$ cat src/rtl/rc_pkg.sv
package rc_pkg;

    typedef enum logic [2:0] {
        ST_PWRUP,
        ST_IDLE,
        ST_ACK,
        ST_WRITE,
        ST_WAIT,
        ST_RELEASE,
        ST_DRAIN
    } rc_state_t;

    localparam logic [1:0] RATE_LOW  = 2'b00;
    localparam logic [1:0] RATE_MID  = 2'b01;
    localparam logic [1:0] RATE_HIGH = 2'b10;
    localparam logic [1:0] RATE_BAD  = 2'b11;

endpackage

$ cat src/rtl/rc_pwr_seq.sv
module rc_pwr_seq #(
    parameter int ANA_CYC = 16,
    parameter int DIG_CYC = 16
) (
    input  logic clk,
    input  logic rst_n,
    output logic ana_rst,
    output logic dig_rst,
    output logic ready
);
    localparam int TOTAL = ANA_CYC + DIG_CYC;
    localparam int CW    = $clog2(TOTAL + 1);
    localparam logic [CW-1:0] ANA_END = CW'(ANA_CYC);
    localparam logic [CW-1:0] ALL_END = CW'(TOTAL);

    logic [CW-1:0] cnt;

    always_ff @(posedge clk or negedge rst_n) begin
        if (!rst_n) begin
            cnt <= '0;
        end else if (cnt != ALL_END) begin
            cnt <= cnt + 1'b1;
        end
    end

    // Analog reset covers the first phase, digital reset both phases.
    assign ana_rst = (cnt < ANA_END);
    assign dig_rst = (cnt < ALL_END);
    assign ready   = (cnt == ALL_END);
endmodule

$ cat src/rtl/rc_div_sel.sv
module rc_div_sel
    import rc_pkg::*;
#(
    parameter int DIV_W    = 8,
    parameter int DIV_RBR  = 12,
    parameter int DIV_HBR  = 20,
    parameter int DIV_HBR2 = 40
) (
    input  logic [1:0]       code,
    output logic [DIV_W-1:0] div,
    output logic             valid
);
    always_comb begin
        valid = 1'b1;
        unique case (code)
            RATE_LOW:  div = DIV_W'(DIV_RBR);
            RATE_MID:  div = DIV_W'(DIV_HBR);
            RATE_HIGH: div = DIV_W'(DIV_HBR2);
            RATE_BAD: begin
                div   = DIV_W'(DIV_RBR);
                valid = 1'b0;
            end
        endcase
    end
endmodule

$ cat src/rtl/rc_wait_timer.sv
module rc_wait_timer #(
    parameter int TO_W = 8
) (
    input  logic            clk,
    input  logic            rst_n,
    input  logic            run,
    input  logic [TO_W-1:0] limit,
    output logic            expired
);
    logic [TO_W-1:0] cnt;

    always_ff @(posedge clk or negedge rst_n) begin
        if (!rst_n) begin
            cnt <= '0;
        end else if (!run) begin
            cnt <= '0;
        end else if (cnt != '1) begin
            cnt <= cnt + 1'b1;
        end
    end

    // Expired during the limit-th wait cycle; a limit of 0 acts as 1.
    assign expired = run && (({1'b0, cnt} + 1'b1) >= {1'b0, limit});
endmodule

$ cat src/rtl/rate_reconfig_ctrl.sv
module rate_reconfig_ctrl
    import rc_pkg::*;
#(
    parameter int ANA_CYC  = 16,
    parameter int DIG_CYC  = 16,
    parameter int DIV_W    = 8,
    parameter int TO_W     = 8,
    parameter int DIV_RBR  = 12,
    parameter int DIV_HBR  = 20,
    parameter int DIV_HBR2 = 40
) (
    input  logic             clk,
    input  logic             rst_n,
    input  logic             link_req,
    input  logic [1:0]       link_rate,
    output logic             link_ack,
    output logic             link_busy,
    output logic             rcfg_wr,
    output logic [DIV_W-1:0] rcfg_div,
    input  logic             rcfg_done,
    input  logic [TO_W-1:0]  wait_limit,
    output logic             rx_ana_rst,
    output logic             rx_dig_rst,
    output logic             rcfg_err
);
    rc_state_t state, state_nx;

    logic             seq_ana, seq_dig, seq_ready;
    logic [DIV_W-1:0] sel_div;
    logic             sel_valid;
    logic             tmr_expired;
    logic             hold_dig;
    logic             accept;

    rc_pwr_seq #(
        .ANA_CYC (ANA_CYC),
        .DIG_CYC (DIG_CYC)
    ) pwr_i (
        .clk     (clk),
        .rst_n   (rst_n),
        .ana_rst (seq_ana),
        .dig_rst (seq_dig),
        .ready   (seq_ready)
    );

    rc_div_sel #(
        .DIV_W    (DIV_W),
        .DIV_RBR  (DIV_RBR),
        .DIV_HBR  (DIV_HBR),
        .DIV_HBR2 (DIV_HBR2)
    ) sel_i (
        .code  (link_rate),
        .div   (sel_div),
        .valid (sel_valid)
    );

    rc_wait_timer #(
        .TO_W (TO_W)
    ) tmr_i (
        .clk     (clk),
        .rst_n   (rst_n),
        .run     (state == ST_WAIT),
        .limit   (wait_limit),
        .expired (tmr_expired)
    );

    assign accept = (state == ST_IDLE) && link_req && sel_valid;

    // State register
    always_ff @(posedge clk or negedge rst_n) begin
        if (!rst_n) begin
            state <= ST_PWRUP;
        end else begin
            state <= state_nx;
        end
    end

    // Next state
    always_comb begin
        state_nx = state;
        unique case (state)
            ST_PWRUP:   if (seq_ready) state_nx = ST_IDLE;
            ST_IDLE:    if (accept) state_nx = ST_ACK;
            ST_ACK:     state_nx = ST_WRITE;
            ST_WRITE:   state_nx = ST_WAIT;
            ST_WAIT:    if (rcfg_done || tmr_expired) state_nx = ST_RELEASE;
            ST_RELEASE: state_nx = ST_DRAIN;
            ST_DRAIN:   if (!link_req) state_nx = ST_IDLE;
            default:    state_nx = ST_PWRUP;
        endcase
    end

    // Outputs decoded from the state
    always_comb begin
        link_ack  = 1'b0;
        link_busy = 1'b0;
        rcfg_wr   = 1'b0;
        hold_dig  = 1'b0;
        unique case (state)
            ST_ACK:     link_ack = 1'b1;
            ST_WRITE: begin
                link_busy = 1'b1;
                rcfg_wr   = 1'b1;
                hold_dig  = 1'b1;
            end
            ST_WAIT: begin
                link_busy = 1'b1;
                hold_dig  = 1'b1;
            end
            ST_RELEASE: hold_dig = 1'b1;
            default: ;
        endcase
    end

    // Divider and error registers
    always_ff @(posedge clk or negedge rst_n) begin
        if (!rst_n) begin
            rcfg_div <= DIV_W'(DIV_RBR);
            rcfg_err <= 1'b0;
        end else begin
            if (accept) begin
                rcfg_div <= sel_div;
                rcfg_err <= 1'b0;
            end else if (state == ST_WAIT && !rcfg_done && tmr_expired) begin
                rcfg_err <= 1'b1;
            end
        end
    end

    assign rx_ana_rst = seq_ana;
    assign rx_dig_rst = seq_dig | hold_dig;
endmodule

$ cat config.mk
export PLATFORM = sky130hd
export DESIGN_NAME = rate_reconfig_ctrl
export DESIGN_NICKNAME = d
export VERILOG_FILES = /design/src/rtl/rc_pkg.sv /design/src/rtl/rc_pwr_seq.sv /design/src/rtl/rc_div_sel.sv /design/src/rtl/rc_wait_timer.sv /design/src/rtl/rate_reconfig_ctrl.sv
export SDC_FILE = /design/constraint.sdc
export NUM_CORES = 1
export LEC_CHECK = 0
export BUFFER_PORTS_ARGS = -buffer_cell sky130_fd_sc_hd__buf_4
export CORE_ASPECT_RATIO = 1.2
export CORE_UTILIZATION = 58
export DETAILED_ROUTE_END_ITERATION = 10
export PLACE_DENSITY_LB_ADDON = 0.25
export SLEW_MARGIN = 25
export SYNTH_ARGS = -nofsm -noshare
export SYNTH_HDL_FRONTEND = slang
export SYNTH_SLANG_ARGS = --single-unit
$ cat constraint.sdc
create_clock -name clk -period 4.2 [get_ports clk]
set_clock_uncertainty 0.1 [all_clocks]
set_input_delay 1.05 -clock clk [delete_from_list [all_inputs] [get_ports clk]]
set_output_delay 1.05 -clock clk [all_outputs]
set_load 0.1 [all_outputs]
==> flow_metrics.py <==
metrics = {
    "die": {
        "die-area_um2": 2568,
        "core_um2": 2140,
        "die_y_um": 55.32,
        "num_rows": 18,
        "start_util": 0.6421,
        "die_width_um": 46.43,
        "ioPinCount": 28,
    },
    "drt": {
        "wl_per_cell_um": 13.73,
        "vias_per_cell": 5.454,
        "first_pass_iters": 4,
        "antenna_left": 0,
        "routed_wl_um": 2691,
        "dr_total_vias": 1069,
        "drcViolationCount": 0,
        "initialDrtViolationCount": 35,
    },
    "logic_synthesis": {
        "seq_area_frac_synth": 0.4026,
        "synth_xor_area_frac": 0.07650,
        "synth_cells": 143,
        "netlist_area_um2": 1374,
        "synth-simple-area-share": 0.1876,
        "synth_seq_cells": 22,
        "synth_compound_area_frac": 0.1293,
        "synth.area.top_cells": "dfrtp_1 36%, ha_1 10%, inv_1 4.9%, xnor2_1 4.5%, dfstp_2 3.8%",
        "synthMuxAreaShare": 0.01548,
        "synth-edff-count": 0,
        "async_flop_share": 1.000,
        "synth_ff_type": "dfrtp_1",
        "synth_top_family_by_area": "simple AND/OR/NAND/NOR gates",
        "yosysUniqueCellTypes": 41,
        "yosys.area.top_type": "dfrtp_1",
        "synthAdderAreaFrac": 0.1002,
        "netlist.area_leader.share": 0.3643,
        "yosys_warnings": 0,
        "avgSynthCellArea_um2": 9.607,
    },
    "run": {
        "drv_cap": 0,
    },
    "sta": {
        "finalHoldViolCount": 0,
        "period_needed_ns": 3.022,
        "drv_slew": 0,
        "finalSetupViolCount": 0,
        "fin_tns_setup_ns": 0,
        "rsz0062_at_grt": "false",
        "min_period_over_period": 0.7194,
        "clock.fmax_ghz": 0.3309,
    },
    "worst_setup_path": {
        "startpoint_type": "register",
        "worst_path_max_delay_cell": "or3b_1",
        "cp-end-kind": "output pin",
        "crit_fanout": 11,
        "reg2reg_setup_slack_ns": 1.83,
        "required_ns": 3.05,
        "critPathKind": "register to output pin",
        "slowest_delay_ns": 0.63,
        "r2r_cells": 9,
        "path_cells": "or3b_1 -> nand2_1 -> buf_4",
        "cp.arrival_ns": 1.87,
        "worst_setup_path_startpoint": "state[1]$_DFFE_PN0P_",
        "r2r_start": "tmr_i.cnt[0]$_DFFE_PN0P_",
        "worstReg2RegEnd": "state[0]$_DFFE_PN0P_",
    },
    "power": {
        "p_sw_frac": 0.5462,
        "ir_drop_mv": 0.3930,
        "power_density_nw_per_um2": 592.4,
        "p_sw_w": 0.0005117,
        "p_comb_frac": 0.551,
        "power.leakage_nw": 0.8637,
        "clkPwrFrac": 0.127,
        "pwr-share-seq": 0.322,
        "power_w": 0.0009369,
        "intPower_w": 0.0004251,
    },
    "cells_and_area": {
        "fin_area_um2": 1582,
        "final_common_cell": "buf_4",
        "drive_gt1_frac": 0.2229,
        "area_growth_pct": 15.12,
        "diodes": 0,
        "nFillCells": 156,
        "final_cell_mix": "23 x buf_4, 20 x dfrtp_1, 18 x inv_1",
        "fin_util": 0.7392,
        "final_net_count": 192,
    },
    "placed_design": {
        "numPortBuffers": 23,
        "place_area_um2": 1545,
        "gp_congestion": 0.7981,
        "dp_hpwl_um": 2074,
    },
    "clocking": {
        "cts_tree": "done",
        "ctsHoldBuffers": 0,
        "insertion_delay_ns": 0.32,
        "numCtsBuffers": 3,
        "root_buffer": "clkbuf_4",
        "h-tree-depth": 1,
        "cts.reportedPaths.clkPinSlew_ns": 0.12,
        "cts_setup_buffers": 0,
        "clock-sinks": 22,
        "ctsLongestPathBuffers": 2,
        "post_cts_resized": 0,
    },
    "worst_hold_path": {
        "min_from": "rcfg_div[4]$_DFFE_PN0P_",
        "hold_path_depth": 1,
        "holdPathEnd": "rcfg_div[4]$_DFFE_PN0P_",
        "hp-class": "register to register",
    },
    "grt": {
        "grt_pass1_wl_um": 4312,
        "grt_overflow_total": 0,
        "grt_pass1_vias": 1025,
        "antenna_found_initial": 0,
        "grt.total_usage": 0.2336,
        "grt_max_degree": 23,
    },
    "outcome": {
        "status": "completed",
    },
}
==> synth_stat cells (all sizes together) (2+ instances only) <==
cell type and count:
a21o 2, a21oi 9, a31oi 2, and3 3, buf 6, dfrtp 20
dfstp 2, ha 11, inv 18, nand2 9, nand3 7, nand4 2
nor2 11, nor3 2, o21ai 9, o22a 2, xnor2 7, xor2 5
==> power groups by stage <==
stage                     combinational [W]  sequential (W)  clock (W)
after floorplan                    0.000298        0.000431          0
after global placement             0.000509        0.000299          0
after detailed placement           0.000516        0.000305          0
after CTS                          0.000518        0.000300   0.000119
after global routing               0.000542        0.000309   0.000129
final                              0.000516        0.000302   0.000119
==> cells by family after synthesis <==
kind of cell             count (synthesis)
adder cells (fa/ha/maj)                 11
buffers and inverters                   25
AO/OA/AOI/OAI                           28
XOR/XNOR                                12
flip-flops                              22
other                                    1
multiplexers                             2
AND/OR/NAND/NOR                         42
==> area by class of cell <==
type / instances / area (um^2) / area share
clock buffer: 4 / 36.28 / 0.02294
inverter: 18 / 67.56 / 0.04272
multi-input combinational: 99 / 714.4 / 0.4517
sequential: 22 / 553.0 / 0.3497
tap: 30 / 37.54 / 0.02373
timing repair buffer: 23 / 172.7 / 0.1092
==> how the worst max path moves through the flow <==
stage / cells past startpoint / endpoint
global placement: 3 / link_busy
CTS: 3 / link_busy
finish: 3 / link_busy
floorplan: 2 / link_ack
detailed placement: 3 / link_busy
global route: 3 / link_busy
==> stage by stage <==
stage	hold WS (ns)	setup slack, ns	cells
4_1_cts	0.4099	1.200	196
3_5_place_dp	0.3804	1.556	192
3_3_place_gp	0.3735	1.560	192
2_1_floorplan	0.3808	0.2556	146
5_1_grt	0.4238	1.098	196
6_report	0.4057	1.178	196
==> critical path: cells and delay by family (launching register included) <==
kind / cells / cell delay (ns)
flops: 1 / 0.49
buf+inv: 1 / 0.29
simple gates: 2 / 0.77
==> state kept, by name (all words and copies together), names as in the netlist <==
name	count
pwr_i.cnt	6
rcfg_div	4
state	3
rcfg_err	1
tmr_i.cnt	8
==> routing by layer <==
metal	vias to the layer above	track usage	part of all wire	routed length [um]
li1	525	-	-	-
met1	511	0.2639	0.40	1071
met2	26	0.4107	0.54	1457
met3	7	0.02941	0.034	92
met4	0	0.1008	0.026	70
met5	-	0	0	0
Note: power is estimated with default switching activity, not from simulation.
